`src/rtl/pci_seq_pkg.sv`:
```
package pci_seq_pkg;

  typedef enum logic [2:0] {
    ST_RESET,
    ST_IDLE,
    ST_ARB,
    ST_ADDR,
    ST_WDATA,
    ST_RDATA,
    ST_RDONE,
    ST_RECOV
  } seq_state_t;

  localparam logic [1:0] REQ_CMD_WRITE = 2'b10;
  localparam logic [3:0] BUS_MEM_RD    = 4'b0110;
  localparam logic [3:0] BUS_MEM_WR    = 4'b0111;

  function automatic logic cmd_is_write(input logic [1:0] cmd);
    return cmd == REQ_CMD_WRITE;
  endfunction

  function automatic logic [3:0] cmd_to_bus(input logic [1:0] cmd);
    return cmd_is_write(cmd) ? BUS_MEM_WR : BUS_MEM_RD;
  endfunction

endpackage

```
`src/rtl/pci_seq_ctrl.sv`:
```
module pci_seq_ctrl
  import pci_seq_pkg::*;
#(
  parameter int DATA_W = 32
) (
  input  logic              clk,
  input  logic              rst_n,
  input  logic              q_empty_i,
  input  logic              q_is_write_i,
  input  logic              gnt_n_i,
  input  logic              trdy_n_i,
  input  logic              stop_n_i,
  input  logic              devsel_n_i,
  input  logic [DATA_W-1:0] ad_i,
  output seq_state_t        state_o,
  output logic              req_n_o,
  output logic              frame_n_o,
  output logic              irdy_n_o,
  output logic              pop_o,
  output logic              push_o,
  output logic              err_o,
  output logic [DATA_W-1:0] rdata_o
);

  seq_state_t st_q, st_d;
  logic in_data, done_ok, retry, abort;
  logic pop_d, push_d, err_d;
  logic pop_q, push_q, err_q;
  logic [DATA_W-1:0] rdata_q;

  assign in_data = (st_q == ST_WDATA) || (st_q == ST_RDATA);
  assign done_ok = !trdy_n_i;
  assign retry   = trdy_n_i && !stop_n_i && !devsel_n_i;
  assign abort   = trdy_n_i && !stop_n_i && devsel_n_i;

  always_comb begin
    st_d = st_q;
    case (st_q)
      ST_RESET: st_d = ST_IDLE;
      ST_IDLE:  if (!q_empty_i) st_d = ST_ARB;
      ST_ARB:   if (!gnt_n_i) st_d = ST_ADDR;
      ST_ADDR:  st_d = q_is_write_i ? ST_WDATA : ST_RDATA;
      ST_WDATA: begin
        if (retry)                 st_d = ST_ARB;
        else if (done_ok || abort) st_d = ST_RECOV;
      end
      ST_RDATA: begin
        if (retry)        st_d = ST_ARB;
        else if (done_ok) st_d = ST_RDONE;
        else if (abort)   st_d = ST_RECOV;
      end
      ST_RDONE: st_d = ST_RECOV;
      ST_RECOV: st_d = ST_IDLE;
      default:  st_d = ST_IDLE;
    endcase
  end

  always_comb begin
    pop_d  = in_data && (done_ok || abort);
    push_d = in_data && (abort || (st_q == ST_RDATA && done_ok));
    err_d  = in_data && abort;
  end

  always_ff @(posedge clk or negedge rst_n) begin
    if (!rst_n) begin
      st_q   <= ST_RESET;
      pop_q  <= 1'b0;
      push_q <= 1'b0;
      err_q  <= 1'b0;
    end else begin
      st_q   <= st_d;
      pop_q  <= pop_d;
      push_q <= push_d;
      err_q  <= err_d;
    end
  end

  always_ff @(posedge clk or negedge rst_n) begin
    if (!rst_n) begin
      rdata_q <= '0;
    end else if (push_d) begin
      rdata_q <= abort ? '0 : ad_i;
    end
  end

  assign state_o   = st_q;
  assign req_n_o   = (st_q != ST_ARB);
  assign frame_n_o = (st_q != ST_ADDR);
  assign irdy_n_o  = !in_data;
  assign pop_o     = pop_q;
  assign push_o    = push_q;
  assign err_o     = err_q;
  assign rdata_o   = rdata_q;

  // request held until grant sampled
  a_r3_req_hold: assert property (@(posedge clk) disable iff (!rst_n)
    (!req_n_o && gnt_n_i) |=> !req_n_o);

  // address and data phase never overlap
  a_r4_phase_excl: assert property (@(posedge clk) disable iff (!rst_n)
    !(!frame_n_o && !irdy_n_o));

  // every push retires the head entry in the same cycle
  a_r5_push_pop: assert property (@(posedge clk) disable iff (!rst_n)
    push_o |-> pop_o);

  // retry re-arbitrates without touching the queues
  a_r6_retry: assert property (@(posedge clk) disable iff (!rst_n)
    (!irdy_n_o && trdy_n_i && !stop_n_i && !devsel_n_i) |=> (!req_n_o && !pop_o && !push_o));

  // abort returns an error response
  a_r7_abort: assert property (@(posedge clk) disable iff (!rst_n)
    (!irdy_n_o && trdy_n_i && !stop_n_i && devsel_n_i) |=> (pop_o && push_o && err_o));

  // no arbitration during or right after the retire cycle
  a_r8_recov_now: assert property (@(posedge clk) disable iff (!rst_n)
    pop_o |-> req_n_o);
  a_r8_recov_next: assert property (@(posedge clk) disable iff (!rst_n)
    pop_o |=> req_n_o);

  // initiator stays ready through target wait states
  a_r10_wait: assert property (@(posedge clk) disable iff (!rst_n)
    (!irdy_n_o && trdy_n_i && stop_n_i) |=> (!irdy_n_o && !pop_o));

endmodule

```
`src/rtl/pci_seq_drive.sv`:
```
module pci_seq_drive
  import pci_seq_pkg::*;
#(
  parameter int DATA_W = 32,
  parameter int BE_W   = DATA_W / 8
) (
  input  seq_state_t        state_i,
  input  logic [DATA_W-1:0] addr_i,
  input  logic [1:0]        cmd_i,
  input  logic [BE_W-1:0]   be_i,
  input  logic [DATA_W-1:0] wdata_i,
  output logic [DATA_W-1:0] ad_o,
  output logic              ad_oe_o,
  output logic [BE_W-1:0]   cbe_n_o
);

  always_comb begin
    ad_o    = '0;
    ad_oe_o = 1'b0;
    cbe_n_o = '1;
    case (state_i)
      ST_ADDR: begin
        ad_o    = addr_i;
        ad_oe_o = 1'b1;
        cbe_n_o = cmd_to_bus(cmd_i);
      end
      ST_WDATA: begin
        ad_o    = wdata_i;
        ad_oe_o = 1'b1;
        cbe_n_o = ~be_i;
      end
      ST_RDATA: begin
        cbe_n_o = ~be_i;
      end
      default: begin
        ad_o    = '0;
        ad_oe_o = 1'b0;
        cbe_n_o = '1;
      end
    endcase
  end

endmodule

```
`src/rtl/pci_seq_parity.sv`:
```
module pci_seq_parity #(
  parameter int DATA_W = 32,
  parameter int BE_W   = DATA_W / 8
) (
  input  logic              clk,
  input  logic              rst_n,
  input  logic [DATA_W-1:0] ad_i,
  input  logic [BE_W-1:0]   cbe_n_i,
  output logic              par_o
);

  logic par_q, par_en;

  assign par_en = 1'b1;

  always_ff @(posedge clk or negedge rst_n) begin
    if (!rst_n) begin
      par_q <= 1'b0;
    end else if (par_en) begin
      par_q <= ^{ad_i, cbe_n_i};
    end
  end

  assign par_o = par_q;

  // parity trails the lanes it covers by one clock
  a_r9_parity: assert property (@(posedge clk) disable iff (!rst_n)
    1'b1 |=> (par_o == ^$past({ad_i, cbe_n_i})));

endmodule

```
`src/rtl/pci_master_seq.sv`:
```
module pci_master_seq
  import pci_seq_pkg::*;
#(
  parameter int DATA_W = 32,
  parameter int BE_W   = DATA_W / 8
) (
  input  logic              clk,
  input  logic              rst_n,
  input  logic              rq_empty_i,
  input  logic [DATA_W-1:0] rq_addr_i,
  input  logic [1:0]        rq_cmd_i,
  input  logic [BE_W-1:0]   rq_be_i,
  input  logic [DATA_W-1:0] rq_wdata_i,
  output logic              rq_pop_o,
  output logic              rs_push_o,
  output logic [DATA_W-1:0] rs_data_o,
  output logic              rs_err_o,
  output logic              bus_req_n_o,
  input  logic              bus_gnt_n_i,
  output logic              frame_n_o,
  output logic              irdy_n_o,
  input  logic              trdy_n_i,
  input  logic              stop_n_i,
  input  logic              devsel_n_i,
  output logic [DATA_W-1:0] ad_o,
  output logic              ad_oe_o,
  input  logic [DATA_W-1:0] ad_i,
  output logic [BE_W-1:0]   cbe_n_o,
  output logic              par_o
);

  logic [1:0] rst_sync_q;
  logic       rst_int_n;
  seq_state_t state;

  always_ff @(posedge clk or negedge rst_n) begin
    if (!rst_n) rst_sync_q <= 2'b00;
    else        rst_sync_q <= {rst_sync_q[0], 1'b1};
  end
  assign rst_int_n = rst_sync_q[1];

  pci_seq_ctrl #(.DATA_W(DATA_W)) u_ctrl (
    .clk          (clk),
    .rst_n        (rst_int_n),
    .q_empty_i    (rq_empty_i),
    .q_is_write_i (cmd_is_write(rq_cmd_i)),
    .gnt_n_i      (bus_gnt_n_i),
    .trdy_n_i     (trdy_n_i),
    .stop_n_i     (stop_n_i),
    .devsel_n_i   (devsel_n_i),
    .ad_i         (ad_i),
    .state_o      (state),
    .req_n_o      (bus_req_n_o),
    .frame_n_o    (frame_n_o),
    .irdy_n_o     (irdy_n_o),
    .pop_o        (rq_pop_o),
    .push_o       (rs_push_o),
    .err_o        (rs_err_o),
    .rdata_o      (rs_data_o)
  );

  pci_seq_drive #(.DATA_W(DATA_W), .BE_W(BE_W)) u_drive (
    .state_i (state),
    .addr_i  (rq_addr_i),
    .cmd_i   (rq_cmd_i),
    .be_i    (rq_be_i),
    .wdata_i (rq_wdata_i),
    .ad_o    (ad_o),
    .ad_oe_o (ad_oe_o),
    .cbe_n_o (cbe_n_o)
  );

  pci_seq_parity #(.DATA_W(DATA_W), .BE_W(BE_W)) u_par (
    .clk     (clk),
    .rst_n   (rst_int_n),
    .ad_i    (ad_o),
    .cbe_n_i (cbe_n_o),
    .par_o   (par_o)
  );

endmodule

```
`config.mk`:
```
export PLATFORM = sky130hd
export DESIGN_NAME = pci_master_seq
export DESIGN_NICKNAME = d
export VERILOG_FILES = /design/src/rtl/pci_seq_pkg.sv /design/src/rtl/pci_seq_ctrl.sv /design/src/rtl/pci_seq_drive.sv /design/src/rtl/pci_seq_parity.sv /design/src/rtl/pci_master_seq.sv
export SDC_FILE = /design/constraint.sdc
export NUM_CORES = 1
export LEC_CHECK = 0
export BUFFER_PORTS_ARGS = -buffer_cell sky130_fd_sc_hd__buf_2
export CAP_MARGIN = 30
export CORE_UTILIZATION = 45
export DETAILED_ROUTE_END_ITERATION = 6
export HOLD_SLACK_MARGIN = 0.15
export PLACE_DENSITY = 0.93
export SYNTH_ARGS = -nofsm -noshare
export SYNTH_HDL_FRONTEND = slang
export SYNTH_SLANG_ARGS = --single-unit
```
`constraint.sdc`:
```
create_clock -name clk -period 2.05 [get_ports clk]
set_input_delay 0.3075 -clock clk [delete_from_list [all_inputs] [get_ports clk]]
set_output_delay 0.3075 -clock clk [all_outputs]
set_load 0.005 [all_outputs]
```
### Word level (Yosys, flattened, before mapping)

Cells that the tools add are included.

| cells by class | value |
|---|---|
| $mul | 0 |
| reductions and logical operators | 20 |
| bitwise gates (word level) | 1 |
| shifts and indexed selects | 0 |
| div/mod/pow operators | 0 |
| equal/unequal tests | 14 |
| mux-type cells | 14 |
| $lt $le $gt $ge | 0 |
| $add $sub $neg | 0 |

Operator list:

| operator | number |
|---|---|
| 32-bit case mux with 2 select lines | 1 |
| 36-bit parity | 1 |
| 32-bit 2-to-1 mux | 1 |
| 3-bit 2-to-1 mux | 7 |
| 3-bit case mux with 7 select lines | 1 |
| 3-bit equality test, second input constant | 4 |
| 3-bit by 2-bit != test with 1-bit output, second input constant | 3 |
| 4-bit case mux with 2 select lines | 1 |
| 1-bit logical AND | 7 |
| 3-bit by 2-bit equality test with 1-bit output, second input constant | 2 |
| 2-bit OR reduction | 3 |
| 1-bit logical NOT | 4 |
| 2-bit != test, second input constant | 2 |
| 4-bit by 2-bit != test with 1-bit output, second input constant | 1 |
| 4-bit inverter | 1 |
| 4-bit AND reduction | 1 |
| 3-bit by 1-bit equality test with 1-bit output, second input constant | 1 |
| 3-bit logical NOT | 1 |
| 1-bit logical OR | 3 |
| 1-bit 2-to-1 mux | 3 |
| 2-bit equality test, second input constant | 1 |

| storage, ports and cells | value |
|---|---|
| input bits | 109 |
| output and inout bits | 76 |
| ROM bits | 0 |
| latch bits | 0 |
| RAM bits | 0 |
| memories kept | 0 |
| register bits after elaboration | 41 |
| word-level logic and storage cells | 56 |

### Logic depth before layout (Yosys ltp)

Gate-level depths: netlist (run 1).

| depth | value |
|---|---|
| depth after elaboration | 7 |
| depth in mapped cells | 8 |

### By module

From an unflattened synthesis (run 1), not the netlist that was laid out.

| second synthesis, totals | value |
|---|---|
| cell total of the unflattened synthesis | 195 |
| area, all modules | 2292.2 um2 |

Modules (own cells, without submodules):

| module | area an instance (um2) | instances | seq. area each (um2) | cells an instance |
|---|---|---|---|---|
| pci_seq_ctrl | 1487.7 | 1 | 950.9 | 108 |
| pci_seq_drive | 400.4 | 1 | 0.0 | 48 |
| pci_seq_parity | 336.6 | 1 | 25.0 | 35 |
| pci_master_seq | 67.6 | 1 | 50.0 | 4 |

### Worst setup path after synthesis (run 1)

No wires, ideal clock.

| timing | value |
|---|---|
| path type | reg-to-reg |
| start | register u_ctrl.st_q[1] (netlist: u_ctrl.state_o[1]) |
| end | register u_par.par_q (netlist: u_par.par_o) |
| buffers on the path | 0 |
| cell stages (with the launch flop) | 7 |
| slack | -0.307 ns |
| arrival | 2.224 ns |
| library setup time | 0.134 ns |
| required time | 1.916 ns |
| cell sequence | dfrtp_1 > nor3b_4 > a22o_1 > xnor2_1 > xnor3_1 > xnor3_1 > xnor3_1 |

| between the ends | value |
|---|---|
| elaborated cells between the ends (all ways) | 7 |
| those cells by class | eq/ne: 3; mux: 2; reduce/logical: 2 |

RTL lines:

| item | line | text |
|---|---|---|
| start, declared | pci_seq_ctrl.sv:25 | `seq_state_t st_q, st_d;` |
| start signal, assigned | pci_seq_ctrl.sv:71 | `st_q <= st_d;` |
| 3-bit equality test / 3-bit by 2-bit equality test with 1-bit output (equally long branches) | pci_seq_drive.sv:21 | `case (state_i)` |
| 32-bit case mux with 2 select lines (*) | pci_seq_drive.sv:21 |  |
| named net ad_o[9] | pci_master_seq.sv:25 | `output logic [DATA_W-1:0] ad_o,` |
| 36-bit parity (*) | pci_seq_parity.sv:20 | `par_q <= ^{ad_i, cbe_n_i};` |
| end signal, assigned | pci_seq_parity.sv:20 |  |
| end, declared | pci_seq_parity.sv:12 | `logic par_q, par_en;` |

Mark *: on every way through the listed nets, which the timed path passes. The rest lies on a longest branch.
A chain may end at the register's enable or synchronous reset.

### Worst setup path after layout (run 1)

| timing | value |
|---|---|
| start | register u_ctrl.st_q[1] (netlist: u_ctrl.state_o[1]) |
| end | register u_par.par_q (netlist: u_par.par_o) |

| between the ends | value |
|---|---|
| word-level cells in the longest chain between the ends | 4 |
| elaborated cells between the ends (all ways) | 7 |
| those cells by class | eq/ne: 3; mux: 2; reduce/logical: 2 |

RTL lines:

| item | line |
|---|---|
| 3-bit equality test | pci_seq_drive.sv:21 |
| 2-bit OR reduction (no source line) | n/a |
| 4-bit case mux with 2 select lines | pci_seq_drive.sv:21 |
| 36-bit parity (*) | pci_seq_parity.sv:20 |

Mark *: on every way between the ends. The rest lies on a longest branch, timed or not.

==> results of run 1 <==
## worst reg2reg max path, stage by stage, from the launching register on
cell      delay (ps)
dfrtp_2          500
buf_6            180
nor4bb_2         360
o22ai_1          160
a22oi_2          240
xnor3_1          350
xnor3_1          260
xnor3_1          220
## cells by family after synthesis
family / after synthesis
AOI/OAI and AO/OA: 108
xor gates and xnor gates: 15
buffers and inverters: 30
DFF: 41
muxes: 1
other: 1
and+or+nand+nor: 127
## cell usage after synthesis
library cell   n  share of area
nand2b_1      48          0.095
a22o_1        43           0.12
dfrtp_1       41           0.33
o22ai_1       23          0.046
clkbuf_1      22          0.026
a21oi_1       20          0.032
and4b_1       20          0.063
or2_2         20          0.040
and4bb_2      13          0.052
a22oi_1       11          0.026
nand2_1        7         0.0083
nor4bb_1       7          0.022
xnor3_1        7          0.050
nor2_1         5         0.0060
xnor2_1        5          0.014
inv_1          4         0.0048
o21ai_0        4         0.0063
buf_2          3         0.0048
xor2_1         2         0.0056
a21o_1         1         0.0024
a22o_4         1         0.0056
a311oi_1       1         0.0028
a31oi_1        1         0.0020
and3_1         1         0.0020
and3b_4        1         0.0040
buf_6          1         0.0036
conb_1         1         0.0012
mux2i_1        1         0.0032
nand3_1        1         0.0016
nor2b_1        1         0.0020
nor2b_2        1         0.0028
nor3b_1        1         0.0024
nor3b_4        1         0.0060
o21bai_1       1         0.0024
o31ai_1        1         0.0024
o32ai_1        1         0.0028
xnor2_2        1         0.0052
## power by group
part / internal (W) / total [W] / switching [W]
combinational: 0.00252 / 0.00428 / 0.00176
clock: 0.000311 / 0.000597 / 0.000286
sequential: 0.00120 / 0.00146 / 0.000262
total: 0.00404 / 0.00634 / 0.00231
## how the worst max path moves through the flow
stage                            startpoint          end  slack (ps)  depth (start not counted)
after floorplan           u_ctrl.state_o[2]  u_par.par_o        -150                          6
after CTS                 u_ctrl.state_o[0]  u_par.par_o        -260                          7
after global placement    u_ctrl.state_o[0]  u_par.par_o        -250                          7
final                     u_ctrl.state_o[1]  u_par.par_o        -340                          7
after detailed placement  u_ctrl.state_o[2]  u_par.par_o        -410                          7
after global routing      u_ctrl.state_o[0]  u_par.par_o        -390                          8
## layout make-up
| cell class | count | area [um2] | share of cell area |
|---|---|---|---|
| clock inverter | 1 | 8.76 | 0.00186 |
| clock buffer | 7 | 96.3 | 0.0204 |
| tap | 96 | 120 | 0.0255 |
| timing repair buffer | 225 | 1310 | 0.278 |
| multi-input combinational | 253 | 2140 | 0.453 |
| inverter | 4 | 15.0 | 0.00318 |
| sequential | 41 | 1030 | 0.218 |
## registers in the layout, indices dropped and copies added, names as in the netlist
signal / cells
u_ctrl.err_o: 1
u_par.par_o: 1
rst_sync_q: 2
u_ctrl.state_o: 3
u_ctrl.pop_o: 1
u_ctrl.push_o: 1
u_ctrl.rdata_o: 32
## timing repair
action / CTS / global route
cloned: 0 / 1
setup buffers: 0 / 3
gates resized for setup: 10 / 21
setup endpoints to repair: 8 / 44
hold buffers: 1 / 0
endpoints found under the hold margin: 2 / 0
pin swaps: 1 / 4
## stage by stage
step / util / setup TNS [ps] / hold WS, ps / cells / setup WS, ps
floorplan: - / -155 / 11.9 / 323 / -155
global placement: 0.650 / -254 / 93.2 / 614 / -254
detailed placement: 0.650 / -408 / 95.2 / 614 / -408
CTS: 0.675 / -262 / 222 / 623 / -262
global route: 0.694 / -759 / 221 / 627 / -395
finish: 0.694 / -365 / 230 / 627 / -336
## per-layer routing
layer	track usage	part of all wire	up-vias	routed length (um)
met5	0	0	-	0
met4	0.100	0.023	0	231
met3	0.0635	0.079	25	776
met2	0.460	0.52	195	5100
met1	0.277	0.38	1658	3760
li1	-	-	1656	-
==> impl_results.md, run 1 <==
- Crit-path max cell delay: approximately 500 ps
- Drt first-iter violations: 140
- Ys Warns: 0
- Seq/Total Area, Yosys: 0.325
- Die area: 7350 um2
- Clk_skew: 9.95 ps
- Max Slew Vio Count: 0
- Most common cell after layout, fill and taps aside: buf_2
- Max-slew headroom: 0.444
- CTS max path bufs: 2
- Most frequent cells in the layout: buf_2 (184), nand2b_1 (48), a22o_1 (41), dfrtp_1 (39), buf_4 (28)
- Largest net degree at the start of global routing: 33
- Max-cap violations: 0
- Post-Synth XOR/XNOR Area: 0.0746
- Via count of the routed design: 3,534
- Worst Path Buf+Inv: 1
- DRT antenna net count: 0
- Drt total wl: 9870 um
- Fill cells: 508
- Main combinational cell family by area after synthesis: simple AND/OR/NAND/NOR gates
- Most used cell, CP: xnor3_1
- Tcrit/Tclk final: 1.16
- Worst hold stages: 2
- Final setup fails: 2
- DP Area: around 4400 um2
- Initial core utilization: 0.464
- CTS sink cnt: 41
- Final hold vios: 0
- Distinct cells, synth: 37
- Mapped Nets: 432
- Crit start category: register
- Clk slew on worst S/H paths: around 90 ps
- Vias in the first global route: between 3,000 and 4,000
- Cell Pwr Density: 1350 nW/um2
- Failing checks: negative setup slack
- Area of the core: 6790 um2
- CP Class: register to register
- R2r startpoint: u_ctrl.state_o[1]
- Crit-path slowest cell: dfrtp_2
- Total power: 0.00634 W
- Wire length per cell: around 16 um
- Clock Latency Late Sink: just under 300 ps
- Post-layout nets: 639
- Setup ws final: -336 ps
- Status: finished with violations
- Worst Hold Class: primary input to register
- Post-route design area: 4720 um2
- Worst Path Arrival: around 2600 ps
- Share of cells above drive strength 1: 0.537
- Final GP Congestion: 0.860
- Required @ worst endpoint: 2230 ps
- ANT cells: 0
- Synth Area in Compound Gates: 0.250
- DRT Pass-1 Iters: 4
- Adder-cell share of the synthesized area: 0
- Pleak: 2.56 nW
- Tmin final: 2390 ps
- Area growth, synth to finish: 49.5%
- Hold path endpoint: u_ctrl.rdata_o[24]
- Post-synthesis register bit count: 41
- Total gr overflow: 0
- Root Buffer Master: clkbuf_8
- H-tree lvl count: 2
- CTS Buf Count: 5
- Tightest Pin Transition: 833 ps
- Initial antenna violation count: 0
- Crit. End Element: register
- Reg2reg path depth: 7
- R2R Path End: u_par.par_o
- DRC viols: 0
- Row count: 30
- Post-Syn Area: 3150 um2
- Io pins: 185
- Post-synthesis simple-gate area fraction: 0.307
- First-pass GRT wire length: 14,700 um
- Post-DR vias/cell: 5.64
- Synthesized area per cell: 9.77 um2
- Cells after synthesis: around 320
- Peak Freq: 419 MHz
- RSZ-0062 raised after global routing: true
- Port bufs: about 180
- Slack of the worst reg-to-reg path: -340 ps
- Total GRT Usage: 0.251
- Maximum VDD drop: about 790 uV
- Worst hold start: ad_i[24]
- Die W: 85.7 um
- HPWL after DPL: about 7400 um
- CP top delay family: XOR/XNOR gates
- Crit-path cells: buf_6 > nor4bb_2 > o22ai_1 > a22oi_2 > xnor3_1 > xnor3_1 > xnor3_1
- Mux contribution to synthesized area: 0.00317
- Worst-path fanout max: 11
- Die span in y: 85.7 um
- CTS tree: done
(Power assumes the default switching activity.)
==> run 2: changes to the inputs <==
==> constraint.sdc (replaced) <==
create_clock -name clk -period 2.05 [get_ports clk]
set_input_delay 0.1025 -clock clk [delete_from_list [all_inputs] [get_ports clk]]
set_output_delay 0.1025 -clock clk [all_outputs]
set_load 0.005 [all_outputs]
==> impl_results.md, run 2 (synthesis results as in run 1) <==
- DRT antenna net count: 0
- R2R Path End: u_par.par_o
- RSZ-0062 raised after global routing: true
- Critical Path Sink: u_par.par_o
- Post-layout nets: around 670
- Cell Int Power: about 0.004 W
- CTS tree: done
- Final core utilization: 0.731
- Row count: 30
- Area of the core: a little under 7000 um2
- Max Slew Vio Count: 0
- Final setup fails: 1
- H-tree lvl count: 2
- Crit-path slowest cell: xnor3_1
- CP top delay family: XOR/XNOR gates
- ANT cells: 0
- Logic gate share of total power: 0.680
- Sequential Power Share: 0.239
- Number of flip-flops in the largest register: 32
- Status: finished with violations
- Crit start category: register
- Root Buffer Master: clkbuf_8
- Post-DR vias/cell: 5.58
- Slack of the worst reg-to-reg path: -300 ps
- Initial core utilization: 0.464
- Port bufs: 184
- Peak Freq: 426 MHz
- CTS Buf Count: 5
- Hold_ws: 177 ps
- Crit. End Element: register
- Io pins: 185
- Maximum VDD drop: 739 uV
- First-pass GRT wire length: 16,600 um
- Share of cells above drive strength 1: 0.494
- Wire length per cell: approximately 16 um
- Fill cells: 488
- DRC viols: 0
- Largest net degree at the start of global routing: 34
- Most used cell, CP: xnor3_1
- HPWL after DPL: 7410 um
- Tmin final: approximately 2300 ps
- Worst Path Arrival: 2520 ps
- Tcrit/Tclk final: 1.15
- Placed insts: 610
- Final GP Congestion: 0.828
- DRT Pass-1 Iters: 5
- Cell Pwr Density: 1250 nW/um2
- Most common cell after layout, fill and taps aside: buf_2
- Initial antenna violation count: 0
- Worst-path fanout max: 10
- Failing checks: negative setup slack
- Cell count along the critical path: 7
- Drt first-iter violations: 143
- CTS sink cnt: 41
- Worst Hold Class: primary input to register
- CTS max path bufs: 2
- Die W: 85.7 um
- Die area: 7350 um2
- CP Class: register to register
- Die span in y: 85.7 um
- Total gr overflow: 0
- Final hold vios: 0
- Clk_skew: 3.06 ps
- Drt total wl: 10,800 um
- R2r startpoint: u_ctrl.state_o[0]
- Max-slew headroom: 0.447
- Reg2reg path depth: 7
- Tightest Pin Transition: around 830 ps
- Worst Path Buf+Inv: 1
- Area growth, synth to finish: 57.5%
- Clock power frac: 0.081
- Register Area: 1030 um2
- Fin cells: 655
- Clock Latency Late Sink: 290 ps
- Setup ws final: -299 ps
- Crit-path max cell delay: 420 ps
- Total GRT Usage: 0.283
- Via count of the routed design: 3,653
- Area of the multi-input gates: around 2100 um2
- Sw Ratio: 0.371
- Vias in the first global route: around 3,500
- NetSw: 0.00231 W
- Required @ worst endpoint: 2220 ps
- CP startpoint: u_ctrl.state_o[0]
- Clk slew on worst S/H paths: 70 ps
- Crit-path cells: buf_12 > and3b_4 > a22o_4 > xnor2_2 > xnor3_1 > xnor3_1 > xnor3_1
- Pleak: 2.65 nW
- Most frequent cells in the layout: buf_2 (184), nand2b_1 (48), a22o_1 (40), dfrtp_1 (39), dlygate4sd3_1 (36)
- Max-cap violations: 0
## run 2: how the worst min path moves through the flow
stage                        start           endpoint  slack (ps)  cells after the start
after global placement       rst_n      rst_sync_q[0]        -110                      1
after global routing      stop_n_i  u_ctrl.state_o[1]         190                      4
after floorplan              rst_n      rst_sync_q[0]        -190                      0
final                     stop_n_i  u_ctrl.state_o[1]         180                      4
after detailed placement     rst_n      rst_sync_q[0]        -110                      1
after CTS                 stop_n_i  u_ctrl.state_o[1]         170                      4
## run 2: cell type report
class | count | area share
Multi-Input combinational cell | 253 | 0.425
Timing Repair Buffer | 254 | 0.324
Sequential cell | 41 | 0.207
Tap cell | 96 | 0.0242
Clock buffer | 6 | 0.0146
Inverter | 4 | 0.00302
Clock inverter | 1 | 0.00176
## run 2: through the flow
stage	setup TNS, ps	setup WS, ps	total power [W]	cell area (um2)
after floorplan	-155	-155	0.00385	3170
after global placement	-287	-287	0.00526	4410
after detailed placement	-409	-409	0.00541	4410
after CTS	-276	-276	0.00606	4900
after global routing	-384	-384	0.00662	4970
final	-299	-299	0.00622	4970
## run 2: what timing repair did
action / in CTS / in global routing
endpoints found under the hold margin: 36 / 0
buffers inserted: 0 / 1
pin swaps: 5 / 3
setup endpoints to repair: 1 / 2
gates resized for setup: 10 / 7
hold buffers: 36 / 0
gates cloned: 0 / 1
## run 2: metal layers
layer / wire length (um) / vias to the layer above / part of all wire / track usage
met1: 4140 / 1724 / 0.38 / 0.325
met2: 5720 / 185 / 0.53 / 0.534
met3: 671 / 32 / 0.062 / 0.0510
met5: 0 / - / 0 / 0
met4: 257 / 0 / 0.024 / 0.0833
li1: - / 1712 / - / -
## run 2: worst min-delay path: stages
cell	delay, ps
buf_2	90
a31oi_1	90
o21ai_0	70
mux2i_1	70
## run 2: power by group through the flow
stage                     Combinational [W]  Clock [W]  Sequential, W
after floorplan                     0.00239          0        0.00146
after global placement              0.00382          0        0.00144
after detailed placement            0.00397          0        0.00144
after CTS                           0.00408   0.000517        0.00146
after global routing                0.00454   0.000547        0.00154
final                               0.00423   0.000503        0.00149
